$ cat src/rtl/dtstore_pkg.sv
package dtstore_pkg;

  typedef enum logic [1:0] {
    MD_REAL = 2'd0,
    MD_V86  = 2'd1,
    MD_PROT = 2'd2,
    MD_LONG = 2'd3
  } cpu_mode_e;

  typedef enum logic [2:0] {
    FC_NONE  = 3'd0,
    FC_BADOP = 3'd1,
    FC_PROT  = 3'd2,
    FC_STACK = 3'd3,
    FC_ALIGN = 3'd4,
    FC_PAGE  = 3'd5
  } fault_e;

  typedef struct packed {
    logic       lock_pfx;
    logic       prevent;
    logic [1:0] cpl;
    logic       align_en;
    logic       unaligned;
    logic       lim_viol;
    logic       lim_stack;
    logic       not_writable;
    logic       null_sel;
    logic       noncanon;
    logic       canon_stack;
  } chk_in_t;

endpackage

$ cat src/rtl/dtstore_fault_eval.sv
module dtstore_fault_eval
  import dtstore_pkg::*;
(
  input  cpu_mode_e mode,
  input  chk_in_t   ck,
  output fault_e    code
);

  logic paged_mode;
  logic priv_f;
  logic addr_f;
  logic addr_stk;
  logic align_f;

  assign paged_mode = (mode == MD_PROT) || (mode == MD_LONG);

  // privilege / prevention rule
  assign priv_f = ck.prevent &&
                  ((paged_mode && (ck.cpl != 2'd0)) || (mode == MD_V86));

  // addressing rule: canonical form in 64-bit, limits and attributes elsewhere
  always_comb begin
    addr_f   = 1'b0;
    addr_stk = 1'b0;
    if (mode == MD_LONG) begin
      addr_f   = ck.noncanon;
      addr_stk = ck.canon_stack;
    end else if (ck.lim_viol) begin
      addr_f   = 1'b1;
      addr_stk = ck.lim_stack;
    end else if (mode == MD_PROT) begin
      addr_f   = ck.not_writable || ck.null_sel;
      addr_stk = 1'b0;
    end
  end

  assign align_f = ck.align_en && ck.unaligned &&
                   ((paged_mode && (ck.cpl == 2'd3)) || (mode == MD_V86));

  always_comb begin
    if (ck.lock_pfx)  code = FC_BADOP;
    else if (priv_f)  code = FC_PROT;
    else if (addr_f)  code = addr_stk ? FC_STACK : FC_PROT;
    else if (align_f) code = FC_ALIGN;
    else              code = FC_NONE;
  end

endmodule

$ cat src/rtl/dtstore_image.sv
module dtstore_image
  import dtstore_pkg::*;
#(
  parameter int LIM_W       = 16,
  parameter int BASE_W      = 64,
  parameter bit LEGACY_FILL = 1'b1,
  parameter int IMG_BYTES   = (LIM_W + BASE_W) / 8,
  parameter int CNT_W       = $clog2(IMG_BYTES + 1)
)(
  input  cpu_mode_e              mode,
  input  logic                   op16,
  input  logic [LIM_W-1:0]       limit,
  input  logic [BASE_W-1:0]      base,
  output logic [IMG_BYTES*8-1:0] img,
  output logic [CNT_W-1:0]       len
);

  localparam int LIM_BYTES   = LIM_W / 8;
  localparam int SHORT_BYTES = LIM_BYTES + 4;

  logic long_m;
  logic fill_top;

  assign long_m   = (mode == MD_LONG);
  assign fill_top = LEGACY_FILL && op16 && !long_m;

  for (genvar i = 0; i < IMG_BYTES; i++) begin : g_byte
    if (i < LIM_BYTES) begin : g_lim
      assign img[i*8 +: 8] = limit[i*8 +: 8];
    end else if (i == SHORT_BYTES - 1) begin : g_top
      assign img[i*8 +: 8] = fill_top ? 8'hFF : base[(i-LIM_BYTES)*8 +: 8];
    end else begin : g_base
      assign img[i*8 +: 8] = base[(i-LIM_BYTES)*8 +: 8];
    end
  end

  assign len = long_m ? CNT_W'(IMG_BYTES) : CNT_W'(SHORT_BYTES);

endmodule

$ cat src/rtl/dtstore_beat_seq.sv
module dtstore_beat_seq
  import dtstore_pkg::*;
#(
  parameter int IMG_BYTES = 10,
  parameter int CNT_W     = $clog2(IMG_BYTES + 1)
)(
  input  logic                   clk,
  input  logic                   rst_n,
  input  logic                   start,
  input  fault_e                 pre_code,
  input  logic [IMG_BYTES*8-1:0] img,
  input  logic [CNT_W-1:0]       len,
  output logic                   beat_valid,
  input  logic                   beat_ready,
  input  logic                   beat_pf,
  output logic [7:0]             beat_data,
  output logic [CNT_W-1:0]       beat_idx,
  output logic                   busy,
  output logic                   done,
  output logic                   fault_valid,
  output fault_e                 fault_code
);

  typedef enum logic {ST_IDLE, ST_SEND} st_e;

  st_e                    st;
  logic [IMG_BYTES*8-1:0] img_q;
  logic [CNT_W-1:0]       len_q;
  logic [CNT_W-1:0]       idx_q;
  logic                   last_beat;
  logic                   xfer;

  assign last_beat  = (idx_q == len_q - CNT_W'(1));
  assign beat_valid = (st == ST_SEND);
  assign xfer       = beat_valid && beat_ready;
  assign beat_idx   = idx_q;
  assign beat_data  = img_q[{idx_q, 3'b000} +: 8];
  assign busy       = (st == ST_SEND);

  always_ff @(posedge clk or negedge rst_n) begin
    if (!rst_n) begin
      st          <= ST_IDLE;
      img_q       <= '0;
      len_q       <= '0;
      idx_q       <= '0;
      done        <= 1'b0;
      fault_valid <= 1'b0;
      fault_code  <= FC_NONE;
    end else begin
      done        <= 1'b0;
      fault_valid <= 1'b0;
      case (st)
        ST_IDLE: begin
          if (start) begin
            if (pre_code != FC_NONE) begin
              fault_valid <= 1'b1;
              fault_code  <= pre_code;
            end else begin
              st    <= ST_SEND;
              img_q <= img;
              len_q <= len;
              idx_q <= '0;
            end
          end
        end
        ST_SEND: begin
          if (xfer) begin
            if (beat_pf) begin
              fault_valid <= 1'b1;
              fault_code  <= FC_PAGE;
              st          <= ST_IDLE;
            end else if (last_beat) begin
              done <= 1'b1;
              st   <= ST_IDLE;
            end else begin
              idx_q <= idx_q + CNT_W'(1);
            end
          end
        end
        default: st <= ST_IDLE;
      endcase
    end
  end

endmodule

$ cat src/rtl/dtstore_unit.sv
module dtstore_unit
  import dtstore_pkg::*;
#(
  parameter int LIM_W       = 16,
  parameter int BASE_W      = 64,
  parameter bit LEGACY_FILL = 1'b1
)(
  input  logic                   clk,
  input  logic                   rst_n,
  input  logic                   start,
  input  logic [1:0]             mode,
  input  logic                   op16,
  input  logic                   lock_pfx,
  input  logic                   prevent,
  input  logic [1:0]             cpl,
  input  logic                   align_en,
  input  logic                   unaligned,
  input  logic                   lim_viol,
  input  logic                   lim_stack,
  input  logic                   not_writable,
  input  logic                   null_sel,
  input  logic                   noncanon,
  input  logic                   canon_stack,
  input  logic [LIM_W-1:0]       reg_limit,
  input  logic [BASE_W-1:0]      reg_base,
  output logic                   beat_valid,
  input  logic                   beat_ready,
  input  logic                   beat_pf,
  output logic [7:0]             beat_data,
  output logic [$clog2((LIM_W+BASE_W)/8+1)-1:0] beat_idx,
  output logic                   busy,
  output logic                   done,
  output logic                   fault_valid,
  output logic [2:0]             fault_code
);

  localparam int IMG_BYTES = (LIM_W + BASE_W) / 8;
  localparam int IDX_W     = $clog2(IMG_BYTES + 1);

  cpu_mode_e              mode_e;
  chk_in_t                ck;
  fault_e                 pre_code;
  fault_e                 seq_code;
  logic [IMG_BYTES*8-1:0] img;
  logic [IDX_W-1:0]       len;

  assign mode_e = cpu_mode_e'(mode);

  assign ck = '{lock_pfx:     lock_pfx,
                prevent:      prevent,
                cpl:          cpl,
                align_en:     align_en,
                unaligned:    unaligned,
                lim_viol:     lim_viol,
                lim_stack:    lim_stack,
                not_writable: not_writable,
                null_sel:     null_sel,
                noncanon:     noncanon,
                canon_stack:  canon_stack};

  dtstore_fault_eval u_fault (
    .mode (mode_e),
    .ck   (ck),
    .code (pre_code)
  );

  dtstore_image #(
    .LIM_W       (LIM_W),
    .BASE_W      (BASE_W),
    .LEGACY_FILL (LEGACY_FILL),
    .IMG_BYTES   (IMG_BYTES),
    .CNT_W       (IDX_W)
  ) u_image (
    .mode  (mode_e),
    .op16  (op16),
    .limit (reg_limit),
    .base  (reg_base),
    .img   (img),
    .len   (len)
  );

  dtstore_beat_seq #(
    .IMG_BYTES (IMG_BYTES),
    .CNT_W     (IDX_W)
  ) u_seq (
    .clk         (clk),
    .rst_n       (rst_n),
    .start       (start),
    .pre_code    (pre_code),
    .img         (img),
    .len         (len),
    .beat_valid  (beat_valid),
    .beat_ready  (beat_ready),
    .beat_pf     (beat_pf),
    .beat_data   (beat_data),
    .beat_idx    (beat_idx),
    .busy        (busy),
    .done        (done),
    .fault_valid (fault_valid),
    .fault_code  (seq_code)
  );

  assign fault_code = seq_code;

endmodule

$ cat config.mk
export PLATFORM = sky130hd
export DESIGN_NAME = dtstore_unit
export DESIGN_NICKNAME = d
export VERILOG_FILES = /design/src/rtl/dtstore_pkg.sv /design/src/rtl/dtstore_fault_eval.sv /design/src/rtl/dtstore_image.sv /design/src/rtl/dtstore_beat_seq.sv /design/src/rtl/dtstore_unit.sv
export SDC_FILE = /design/constraint.sdc
export NUM_CORES = 1
export LEC_CHECK = 0
export ABC_CLOCK_PERIOD_IN_PS = 2210
export CELL_PAD_IN_SITES_DETAIL_PLACEMENT = 0
export CELL_PAD_IN_SITES_GLOBAL_PLACEMENT = 1
export CORE_ASPECT_RATIO = 0.5
export CORE_UTILIZATION = 39
export CTS_BUF_LIST = sky130_fd_sc_hd__clkbuf_16
export DETAILED_ROUTE_END_ITERATION = 10
export GPL_TIMING_DRIVEN = 0
export PLACE_DENSITY_LB_ADDON = 0.1
export SLEW_MARGIN = 25
export SYNTH_ARGS = -nofsm -noshare
export SYNTH_HDL_FRONTEND = slang
export SYNTH_SLANG_ARGS = --single-unit
$ cat constraint.sdc
create_clock -name clk -period 2.21 [get_ports clk]
set_input_delay 0.442 -clock clk [delete_from_list [all_inputs] [get_ports clk]]
set_output_delay 0.442 -clock clk [all_outputs]
set_load 0.01 [all_outputs]
==> results.tsv <==
metric	value	unit
status	finished, violations left	
failing checks	negative hold slack, negative setup slack	
routed vias/inst	5.28	
Root Buffer Master	clkbuf_16	
Syn Inst Count	329	
DR DRC count	0	
PwrDens	1060	nW/um^2
Post-synth ARST share	100	%
HPWL after detailed placement	8.68	mm
Compound-Gate Fraction of Synth Area	6.22	%
mux cell area share after synthesis	30.3	%
clock tree sinks	93	
number of synthesized flops with an enable pin	0	
via count of the first global-routing pass	3455	
syn nets	431	
Area Overhead vs Synth	41.7	%
Core Area	11100	sq um
top cells by area in the synthesized netlist	dfrtp_1 51%, mux2_1 18%, mux4_2 8.0%	
Row Count	27	
Simple-Gate Fraction of Synth Area	6.55	%
die width	154	um
average size of a mapped cell	13.8	sq um
main flop type after synthesis	dfrtp_1	
Clock Latency Late Sink	340	ps
largest net degree at the start of global routing	55	
drt total wl	11.9	mm
port buffer count	118	
die area	12100	sq um
worst setup path startpoint	u_seq.beat_idx[0]	
first-pass GRT wire length	18.9	mm
top-count cell post-synth	dfrtp_1	
crit path kind	flip-flop to output pin	
Hold Crit Class	input pin to async pin	
crit start category	flip-flop	
end-of-flow core utilization	57.5	%
CP Capture Type	output pin	
skew final	4.70	ps
Worst VDD drop	0.437	mV
layout cells sized above 1	19.7	%
post-synthesis xor/xnor area fraction	0.885	%
Pleak	2.73	nW
flops & latches, synth	93	
Seq/Total Area, Yosys	51.4	%
Peak Freq	380	MHz
Final Hold Fails	3	
H-tree depth	3	
Worst-path clk slew	70	ps
antenna fix cells	0	
worst-path maximum fanout	4	
count of cell types in the netlist	49	
final setup fails	8	
top cells by count, synth	93 x dfrtp_1, 73 x mux2_1, 16 x mux4_2	
required time worst endpoint	1770	ps
Max-slew headroom	53.0	%
period utilization	119	%
DP Area	5920	sq um
TritonCTS clock tree	done	
share of the synthesized area in the top cell type	51.4	%
final worst slack	-420	ps
Hold WS	-2.87	ps
gpl congestion	0.811	
largest family of logic cells by synthesized area	multiplexers	
grt total ovfl	0	
chip height	78.2	um
Num CTS Buffers	9	
Iter 0 DRT Violations	106	
Max clock buf depth	2	
Starting Density	40.6	%
antenna violations before repair	0	
r2r startpoint	u_seq.beat_valid	
Design Area, Final	6410	sq um
Max Cap Violations	0	
Ports	119	
antenna viol nets, final	0	
Final Max Tran Viols	0	
worst slew pin tran	705	ps
final critical-path required period	2630	ps
layout net count	570	
critical path arrival	2190	ps
via total after detailed routing	3265	
gr usage total	21.1	%
RSZ-0062 raised after global routing	true	
Yosys top cell by area	dfrtp_1	
per-cell routed wire length	19.2	um
Netlist Area Pre-Place	4520	sq um
drt pass-1 iters	4	
Ys Warns	0	
Adder-Cell Fraction of Synth Area	0.553	%
==> per-layer routing <==
layer,vias to the layer above,GRT usage [%],routed length [um]
met5,-,0,0
met4,0,4.36,48
met3,6,6.02,740
met2,101,32.9,5510
met1,1656,29.3,5580
li1,1502,-,-
==> registers in the layout, indices dropped and copies added, names as in the netlist <==
name / cells
u_seq.fault_code: 3
u_seq.img_q: 80
u_seq.done: 1
u_seq.len_q: 3
u_seq.fault_valid: 1
u_seq.beat_idx: 4
u_seq.beat_valid: 1
==> cell usage in the layout (no fill, tap or decap), types with 3 or more instances in the layout <==
master	count
clkdlybuf4s50_1	102
nand3_1	7
nand4_1	4
clkbuf_16	9
mux2_2	8
dfrtp_1	92
mux2i_1	10
a21oi_1	9
a31oi_1	3
buf_6	6
mux2_1	73
a221oi_2	6
nand2_1	13
inv_6	4
mux4_2	16
buf_2	10
inv_1	13
clkinv_2	3
nor2_1	10
buf_4	9
dlygate4sd2_1	7
buf_12	3
clkbuf_1	4
buf_16	3
==> final timing paths <==
check	cells after the start	to	slack [ps]
setup / recovery	6	beat_data[2]	-420
hold / removal	1	u_seq.img_q[28]	-3
setup reg to reg	6	u_seq.img_q[73]	170
hold reg to reg	1	u_seq.img_q[9]	480
max in group asynchronous	2	u_seq.img_q[33]	1620
min in group clk	1	u_seq.img_q[9]	480
==> metrics by stage <==
stage / total power [mW] / setup TNS [ps] / instances / worst slack, ps
after detailed placement: 5.04 / -58320 / 593 / -883
after CTS: 6.82 / -2950 / 618 / -431
after global placement: 4.95 / -292440 / 592 / -2550
after floorplan: 3.98 / 0 / 329 / 96.2
after global routing: 7.18 / -3220 / 618 / -454
final: 6.79 / -2670 / 618 / -420
==> final cells by class <==
cell class / instances / area [sq um]
buffer: 19 / 163
clock buffer: 9 / 225
clock inverter: 7 / 56.3
fill: 920 / 4740
inverter: 14 / 53.8
multi-input combinational: 202 / 2100
sequential: 93 / 2330
tap: 145 / 181
timing repair buffer: 129 / 1300
==> power breakdown <==
| group | total, mW | internal [mW] | switching (mW) |
|---|---|---|---|
| Combinational | 2.74 | 1.49 | 1.25 |
| Clock | 1.48 | 0.783 | 0.693 |
| Sequential | 2.57 | 2.24 | 0.323 |
| Total | 6.79 | 4.52 | 2.27 |
==> cell families (layout without fill, tap and decap cells) <==
group,Yosys count,after routing
AND/OR/NAND/NOR,53,53
buffers and inverters,34,178
flip-flops,93,93
adder cells (fa/ha/maj),2,2
multiplexers,107,107
XOR/XNOR,3,3
AO/OA/AOI/OAI,37,37
==> critical path: stages, from the launching register on <==
cell,delay (ps)
dfrtp_2,480
buf_4,170
buf_4,120
mux4_2,500
a221oi_1,300
a21oi_1,90
buf_2,180
==> repair_timing <==
action	CTS	global route
buffers inserted	7	1
pin swaps	10	4
endpoints found under the hold margin	0	0
gates resized for setup	69	5
setup endpoints to repair	92	67
gates cloned	2	0
hold buffers	0	0
(Power assumes the default switching activity.)
